### src/rtl/ptmr_pkg.sv
package ptmr_pkg;
  typedef struct packed {
    logic restartEn;
    logic stopEn;
    logic start;
  } regWord_t;

  typedef struct packed {
    logic load;
    logic count;
  } dpStrobe_t;

  localparam int NUM_STOP = 2;
  localparam int NUM_RESTART = 2;
  localparam int NUM_TRIG = NUM_STOP + NUM_RESTART;
endpackage

### src/rtl/ptmr_edge.sv
module ptmr_edge #(
  parameter int N = 4,
  parameter int SYNC_STAGES = 2
) (
  input  logic         clk,
  input  logic         rstN,
  input  logic [N-1:0] lvl,
  output logic [N-1:0] fall
);
  genvar i;
  generate
    for (i = 0; i < N; i++) begin : g_line
      logic [SYNC_STAGES-1:0] syncChain;
      logic prevLvl;
      always_ff @(posedge clk) begin
        if (!rstN) begin
          syncChain <= '0;
          prevLvl <= 1'b0;
        end else begin
          syncChain <= {syncChain[SYNC_STAGES-2:0], lvl[i]};
          prevLvl <= syncChain[SYNC_STAGES-1];
        end
      end
      assign fall[i] = prevLvl & ~syncChain[SYNC_STAGES-1];

      assert_fall_single_R5: assert property (@(posedge clk) disable iff (!rstN)
        fall[i] |=> !fall[i]);
    end
  endgenerate
endmodule

### src/rtl/ptmr_ctrl.sv
module ptmr_ctrl
  import ptmr_pkg::*;
(
  input  logic                   clk,
  input  logic                   rstN,
  input  logic                   tickEn,
  input  logic                   regWr,
  input  regWord_t               regWdata,
  input  logic [NUM_STOP-1:0]    stopFall,
  input  logic [NUM_RESTART-1:0] restartFall,
  input  logic                   atMax,
  output logic                   running,
  output logic                   stopEn,
  output logic                   restartEn,
  output dpStrobe_t              strobe
);
  logic swStop, swStart, hwStop, hwStart, stopReq, startReq, ovf;

  assign swStop   = regWr & ~regWdata.start;
  assign swStart  = regWr & regWdata.start;
  assign hwStop   = stopEn & (|stopFall);
  assign hwStart  = restartEn & (|restartFall);
  assign stopReq  = swStop | hwStop;
  assign ovf      = running & tickEn & atMax;
  assign startReq = ~running & ~stopReq & (swStart | hwStart);

  always_comb begin
    strobe.load  = startReq;
    strobe.count = running & tickEn;
  end

  always_ff @(posedge clk) begin
    if (!rstN) begin
      running <= 1'b0;
      stopEn <= 1'b0;
      restartEn <= 1'b0;
    end else begin
      if (stopReq || ovf) running <= 1'b0;
      else if (startReq) running <= 1'b1;
      if (regWr) begin
        stopEn <= regWdata.stopEn;
        restartEn <= regWdata.restartEn;
      end
    end
  end

  assert_ovf_ends_R3: assert property (@(posedge clk) disable iff (!rstN)
    (running && tickEn && atMax) |=> !running);
  assert_sw_clear_R4: assert property (@(posedge clk) disable iff (!rstN)
    (regWr && !regWdata.start) |=> !running);
  assert_stop_wins_R10: assert property (@(posedge clk) disable iff (!rstN)
    (stopEn && (|stopFall)) |=> !running);
  assert_busy_hold_R9: assert property (@(posedge clk) disable iff (!rstN)
    (running && !(tickEn && atMax) && !(regWr && !regWdata.start)
     && !(stopEn && (|stopFall))) |=> running);
endmodule

### src/rtl/ptmr_datapath.sv
module ptmr_datapath
  import ptmr_pkg::*;
#(
  parameter int CNT_W = 8
) (
  input  logic             clk,
  input  logic             rstN,
  input  dpStrobe_t        strobe,
  input  logic [CNT_W-1:0] reloadVal,
  output logic             atMax
);
  localparam logic [CNT_W-1:0] CNT_MAX = '1;
  logic [CNT_W-1:0] cnt;

  always_ff @(posedge clk) begin
    if (!rstN) cnt <= '0;
    else if (strobe.load) cnt <= reloadVal;
    else if (strobe.count) cnt <= cnt + 1'b1;
  end

  assign atMax = (cnt == CNT_MAX);

  assert_load_R2: assert property (@(posedge clk) disable iff (!rstN)
    strobe.load |=> cnt == $past(reloadVal));
  assert_hold_R2: assert property (@(posedge clk) disable iff (!rstN)
    (!strobe.load && !strobe.count) |=> $stable(cnt));
endmodule

### src/rtl/trig_pulse_timer.sv
module trig_pulse_timer
  import ptmr_pkg::*;
#(
  parameter int CNT_W = 8,
  parameter int SYNC_STAGES = 2
) (
  input  logic             clk,
  input  logic             rstN,
  input  logic             tickEn,
  input  logic             regWr,
  input  logic [2:0]       regWdata,
  output logic [2:0]       regRdata,
  input  logic [CNT_W-1:0] reloadVal,
  input  logic             stopSrcA,
  input  logic             stopSrcB,
  input  logic             restartSrcA,
  input  logic             restartSrcB,
  output logic             pulseOut
);
  logic [NUM_TRIG-1:0] trigLvl, trigFall;
  logic running, stopEn, restartEn, atMax;
  dpStrobe_t strobe;
  regWord_t wrWord;

  assign trigLvl = {restartSrcB, restartSrcA, stopSrcB, stopSrcA};
  assign wrWord = regWord_t'(regWdata);

  ptmr_edge #(.N(NUM_TRIG), .SYNC_STAGES(SYNC_STAGES)) uEdge (
    .clk(clk), .rstN(rstN), .lvl(trigLvl), .fall(trigFall));

  ptmr_ctrl uCtrl (
    .clk(clk), .rstN(rstN), .tickEn(tickEn), .regWr(regWr), .regWdata(wrWord),
    .stopFall(trigFall[NUM_STOP-1:0]),
    .restartFall(trigFall[NUM_TRIG-1:NUM_STOP]),
    .atMax(atMax), .running(running), .stopEn(stopEn),
    .restartEn(restartEn), .strobe(strobe));

  ptmr_datapath #(.CNT_W(CNT_W)) uDp (
    .clk(clk), .rstN(rstN), .strobe(strobe), .reloadVal(reloadVal), .atMax(atMax));

  assign pulseOut = running;
  assign regRdata = {restartEn, stopEn, running};
endmodule

### config.mk
export PLATFORM = sky130hd
export DESIGN_NAME = trig_pulse_timer
export DESIGN_NICKNAME = d
export VERILOG_FILES = /design/src/rtl/ptmr_pkg.sv /design/src/rtl/ptmr_edge.sv /design/src/rtl/ptmr_ctrl.sv /design/src/rtl/ptmr_datapath.sv /design/src/rtl/trig_pulse_timer.sv
export SDC_FILE = /design/constraint.sdc
export NUM_CORES = 1
export LEC_CHECK = 0
export BUFFER_PORTS_ARGS = -buffer_cell sky130_fd_sc_hd__buf_4
export CORE_MARGIN = 2
export CORE_UTILIZATION = 25
export DETAILED_ROUTE_END_ITERATION = 8
export PLACE_DENSITY = 0.47
export SYNTH_ARGS = -nofsm -noshare
export SYNTH_HDL_FRONTEND = slang
export SYNTH_HIERARCHICAL = 1
export SYNTH_SLANG_ARGS = --single-unit
### constraint.sdc
create_clock -name clk -period 1.6 [get_ports clk]
set_input_delay 0.4 -clock clk [delete_from_list [all_inputs] [get_ports clk]]
set_output_delay 0.4 -clock clk [all_outputs]
set_load 0.01 [all_outputs]
; After elaboration in Yosys (flattened, before gate mapping)
; Cells that the tools add are included.
[totals]
regBits = 23
in_bits = 19
output_inout_bits = 4
elab_cells = 43
[op_classes]
add_sub_neg = 1
n_eq_ne = 1
muxes = 2
bitwise_logic = 22
n_reduce_logical = 5
[op_table]
columns = operator, n
row1 = two-way mux 8 bit, 2
row2 = bitwise AND 1 bit, 12
row3 = "adder 8 x 1 -> 8 bit, second input constant", 1
row4 = "== test 8 bit, second input constant", 1
row5 = inverter 1 bit, 8
row6 = OR reduction 2 bit, 3
row7 = OR 1 bit, 2
row8 = nonzero test 2 bit, 1
row9 = logical OR 1 bit, 1

; Depth between registers and ports, before layout
[depth]
depth_word = 9
depth_mapped = 9
depth_no_buf = 7

; Hierarchy
; Netlist, hierarchy kept.
[modules_own_cells]
columns = mod, instances, cells_per_inst, area_each_um2, seq_area_each_um2
row1 = ptmr_datapath, 1, 55, 447.9, 160.2
row2 = ptmr_edge, 1, 29, 361.6, 240.2
row3 = ptmr_ctrl, 1, 18, 160.2, 60.1
row4 = trig_pulse_timer, 1, 3, 22.5, 0.0

; Least setup slack after synthesis
; OpenSTA, ideal clock, no wires.
[synth_timing]
path_type = register -> register
startpoint = register uEdge.g_line[1].prevLvl
endpoint = register uDp.cnt[5]
setup_ps = 128
t_arrival_ps = 1533
t_required_ps = 1472
path_slack_ps = -60
stages_incl_launch_ff = 10
path_buffers = 2
synth_period_minus_slack_ps = 1660
cell_sequence = dfxtp_1 nor2b_1 o21ai_0 o21ai_0 nor3_1 buf_4 clkbuf_1 inv_1 o21ai_0 a31oi_1
[synth_via]
elab_chain_cells = 8
elab_cells_between_ends = 9
cone_classes = mux (1) / bitwise (6) / reduce/logical (2)
[synth_lines]
columns = item, line
row1 = from (decl), ptmr_edge.sv:14  ; logic prevLvl;
row2 = from (signal assigned), ptmr_edge.sv:21  ; prevLvl <= syncChain[SYNC_STAGES-1];
row3 = bitwise AND 1 bit *, ptmr_edge.sv:24  ; assign fall[i] = prevLvl & ~syncChain[SYNC_STAGES-1];
row4 = net trigFall[1], trig_pulse_timer.sv:20  ; logic [NUM_TRIG-1:0] trigLvl, trigFall;
row5 = OR reduction 2 bit *, ptmr_ctrl.sv:21  ; assign hwStop = stopEn & (|stopFall);
row6 = bitwise AND 1 bit *, ptmr_ctrl.sv:21
row7 = OR 1 bit *, ptmr_ctrl.sv:23  ; assign stopReq = swStop | hwStop;
row8 = inverter 1 bit *, ptmr_ctrl.sv:25  ; assign startReq = ~running & ~stopReq & (swStart | hwStart);
row9 = bitwise AND 1 bit * (2 in series), ptmr_ctrl.sv:25
row10 = net uCtrl.startReq, ptmr_ctrl.sv:17  ; logic swStop, swStart, hwStop, hwStart, stopReq, startReq, ovf;
row11 = two-way mux 8 bit or nonzero test 2 bit (tied branches), --
row12 = to (signal assigned), ptmr_datapath.sv:17  ; else if (strobe.load) cnt <= reloadVal;
row13 = to (signal assigned), ptmr_datapath.sv:18  ; else if (strobe.count) cnt <= cnt + 1'b1;
row14 = to (decl), ptmr_datapath.sv:13  ; logic [CNT_W-1:0] cnt;
; Mark *: on every way through the listed nets, which the timed path passes. The rest lies on a longest branch.
; A chain may end at the register's enable or synchronous reset.

==> metrics.yaml <==
yosys:
  ys_seq_elements: 23
  synth.area.mux_share_pct: 3.03
  netlist.area_leader.share_pct: 46.4
  yosysMostFrequentCell: "dfxtp_1"
  synth_top_family_by_area: "simple AND/OR/NAND/NOR gates"
  synth_edf_count: 0
  synth-simple-area-share_pct: 27.7
  synth_area_per_cell_um2: 9.45
  syn-num-nets: 125
  synth_warnings: 6
  synth_xor_area_share_pct: 3.53
  synthAdderAreaFrac_pct: 1.26
  synth_area_leaders: "dfxtp_1, and2_2, and2_1"
  dominantRegCellSynth: "dfxtp_1"
  seq_area_frac_synth_pct: 46.4
  syn_inst: 105
  synth_compound_area_share_pct: 11.6
  ys_top_cells_by_count: "dfxtp_1, o21ai_0, and2_1, and2_2"
  async_reset_ff_share_pct: 0
  synth_top_area_cell: "dfxtp_1"
  synth_cell_types: 31
  synth_area_um2: 992
drt:
  firstDrtPassIters: 4
  wire_per_inst_um: 11.1
  routed_via_density: 4.56
  detail-route-antenna-nets: 0
  via_count: 830
  drc: 0
  dr.first_iter.drc_count: 12
  drt_wl_total_mm: 2.03
finish:
  antenna_cells: 0
  final_util_pct: 34.8
  area_growth_pct: 31.4
  n_fill_cell: 421
  finalNetCount: 155
  drive_gt1_share_pct: 36.6
  stdcell_area_um2: 1300
placed_design:
  post-place-ws_ps: -56.9
  port_buffers: 22
  dpl-instance-area_um2: 1240
  gp_congestion: 0.675
  hpwl_mm: 1.43
pwr:
  sw_frac_of_total_pct: 24.5
  p_seq_share_pct: 54.5
  ir_drop_uv: 417
  power.switching_mw: 0.283
  leakage_nw: 0.553
  p_comb_share_pct: 14.1
  p_clk_share_pct: 31.5
  power.internal_mw: 0.875
  pwr_density_cell_nw_per_um2: 889
timing:
  rsz0062_at_grt: "true"
  finalHoldViolations: 0
  finalWorstSetupSlack_ps: -21.9
  slew_headroom_pct: 77.4
  holdWs_ps: 332
  clock.fmax_mhz: 617
  setup_viol: 1
  period_share_pct: 101
  slew_viol_final: 0
  fin_crit_ps: 1620
  setup_tns_ps: -21.9
  tightestPinTransition_ps: 340
  finalClockSkew_ps: 1.19
worst_setup_path:
  r2r_cells: 7
  r2r_slack_ps: -20
  critPathRequiredTime_ps: 1810
  timing.rr.start: "uEdge/g_line[3].prevLvl"
  crit_end: "uDp/cnt[7]"
  cp-end-kind: "flip-flop"
  cp-start-kind: "flip-flop"
  crit_start: "uEdge/g_line[3].prevLvl"
  path_max_fanout: 6
  path_class: "reg2reg"
  r2r_end: "uDp/cnt[7]"
  cp_data_arrival_time_ps: 1830
min_path:
  hold_path.class: "in2reg"
cts:
  cts_sinks: 23
  numCtsBuffers: 3
  clockBufferDepth: 2
  clockRootBuffer: "clkbuf_8"
  hold_buffers: 0
  htreeDepth: 1
  clk_pin_slew_ps: 80
  cts_tree: "built"
  clock_latency_ps: 260
global_route:
  grt_util_all_layers_pct: 10.3
  grt_pass1_vias: 830
  grt_pass1_wl_mm: 3.46
  grt_antenna_before_repair: 0
  grt-ovfl-total: 0
  grt_max_degree: 24
floorplan:
  die_w_um: 67
  die_area_um2: 4490
  ioPinCount: 23
  fp-row-count: 22
  initial_core_util_pct: 26.5
  core_um2: 3740
  die_y_um: 67
status:
  status: "complete, but fails checks"
  violations: "setup timing"
flow_run:
  drv_cap: 0
worst min path at each step:
| stage | start | endpoint | depth (start not counted) |
|---|---|---|---|
| finish | stopSrcA | uEdge/g_line[0].syncChain[0] | 2 |
| global route | restartSrcB | uEdge/g_line[3].syncChain[0] | 2 |
| CTS | stopSrcA | uEdge/g_line[0].syncChain[0] | 2 |
| detailed placement | uEdge/g_line[0].syncChain[0] | uEdge/g_line[0].syncChain[1] | 1 |
| global placement | uEdge/g_line[2].syncChain[0] | uEdge/g_line[2].syncChain[1] | 1 |
| floorplan | uEdge/g_line[0].syncChain[0] | uEdge/g_line[0].syncChain[1] | 1 |
per-layer routing:
metal  vias to the layer above  global-route usage [%]  part of all wire, %
met5                         -                       0                    0
met1                       394                    11.4                   45
met2                        16                    17.7                   48
met4                         0                    6.38                  2.0
met3                         4                    2.36                  4.2
li1                        416                       -                    -
power by group through the flow:
stage	Sequential, mW	Combinational [mW]	Clock, mW
CTS	0.631	0.159	0.380
global route	0.637	0.181	0.403
global placement	0.643	0.156	0
finish	0.631	0.163	0.365
detailed placement	0.644	0.158	0
floorplan	0.640	0.0867	0
critical path, cell delays in order (launching register included):
cell and delay, ps:
dfxtp_1 300, nor2b_1 120, o21a_1 210, nor2_2 160, nor3_4 80, nand3b_1 160
or4_1 470, nand3_1 70
metrics by stage:
step	power, mW	cells
floorplan	0.727	105
finish	1.16	182
global placement	0.799	178
global route	1.22	182
CTS	1.17	183
detailed placement	0.802	178
cell families (layout without fill, tap and decap cells):
family / Yosys count / count (layout)
buffers and inverters: 10 / 39
adder cells (fa/ha/maj): 1 / 1
AO/OA/AOI/OAI: 19 / 19
flip-flops: 23 / 23
XOR/XNOR: 4 / 4
AND/OR/NAND/NOR: 45 / 45
multiplexers: 3 / 3
repair_timing:
action / 4_1_cts / 5_1_grt
hold endpoints to repair: 0 / 0
setup buffers: 1 / 0
endpoints found under the setup margin: 1 / 8
pin swaps: 1 / 5
gates resized for setup: 0 / 8
cell usage in the layout (no fill, tap or decap), types with 2 or more instances in the layout:
master    synthesis  layout
xnor2_1           2       2
inv_1             3       2
buf_4             5      31
and2_2            8       8
a31oi_1           2       2
dfxtp_1          23      23
nand3_1           5       5
o21ai_1           3       6
a21oi_1           2       2
nor2b_1           4       4
mux2i_1           3       3
o21ai_0           9       6
and2_1            8       8
or3_1             2       2
nand2_1           4       4
nand4_1           3       3
clkbuf_8          0       3
xor2_1            2       2
nor2_1            4       3
sequential cells by signal, indices dropped and copies added (netlist names):
register and flops:
uCtrl/running 1, uCtrl/restartEn 1, uDp/cnt 8, uEdge/g_line.prevLvl 4, uEdge/g_line.syncChain 8, uCtrl/stopEn 1
area by class of cell:
type	count	area (µm²)	share of cell area, %
Inverter	3	11.3	0.864
Tap cell	48	60.1	4.61
Multi-Input combinational cell	72	482	36.9
Clock buffer	3	41.3	3.17
Sequential cell	23	460	35.3
Timing Repair Buffer	32	244	18.7
Clock inverter	1	5.00	0.384
Note: power is estimated with default switching activity, not from simulation.
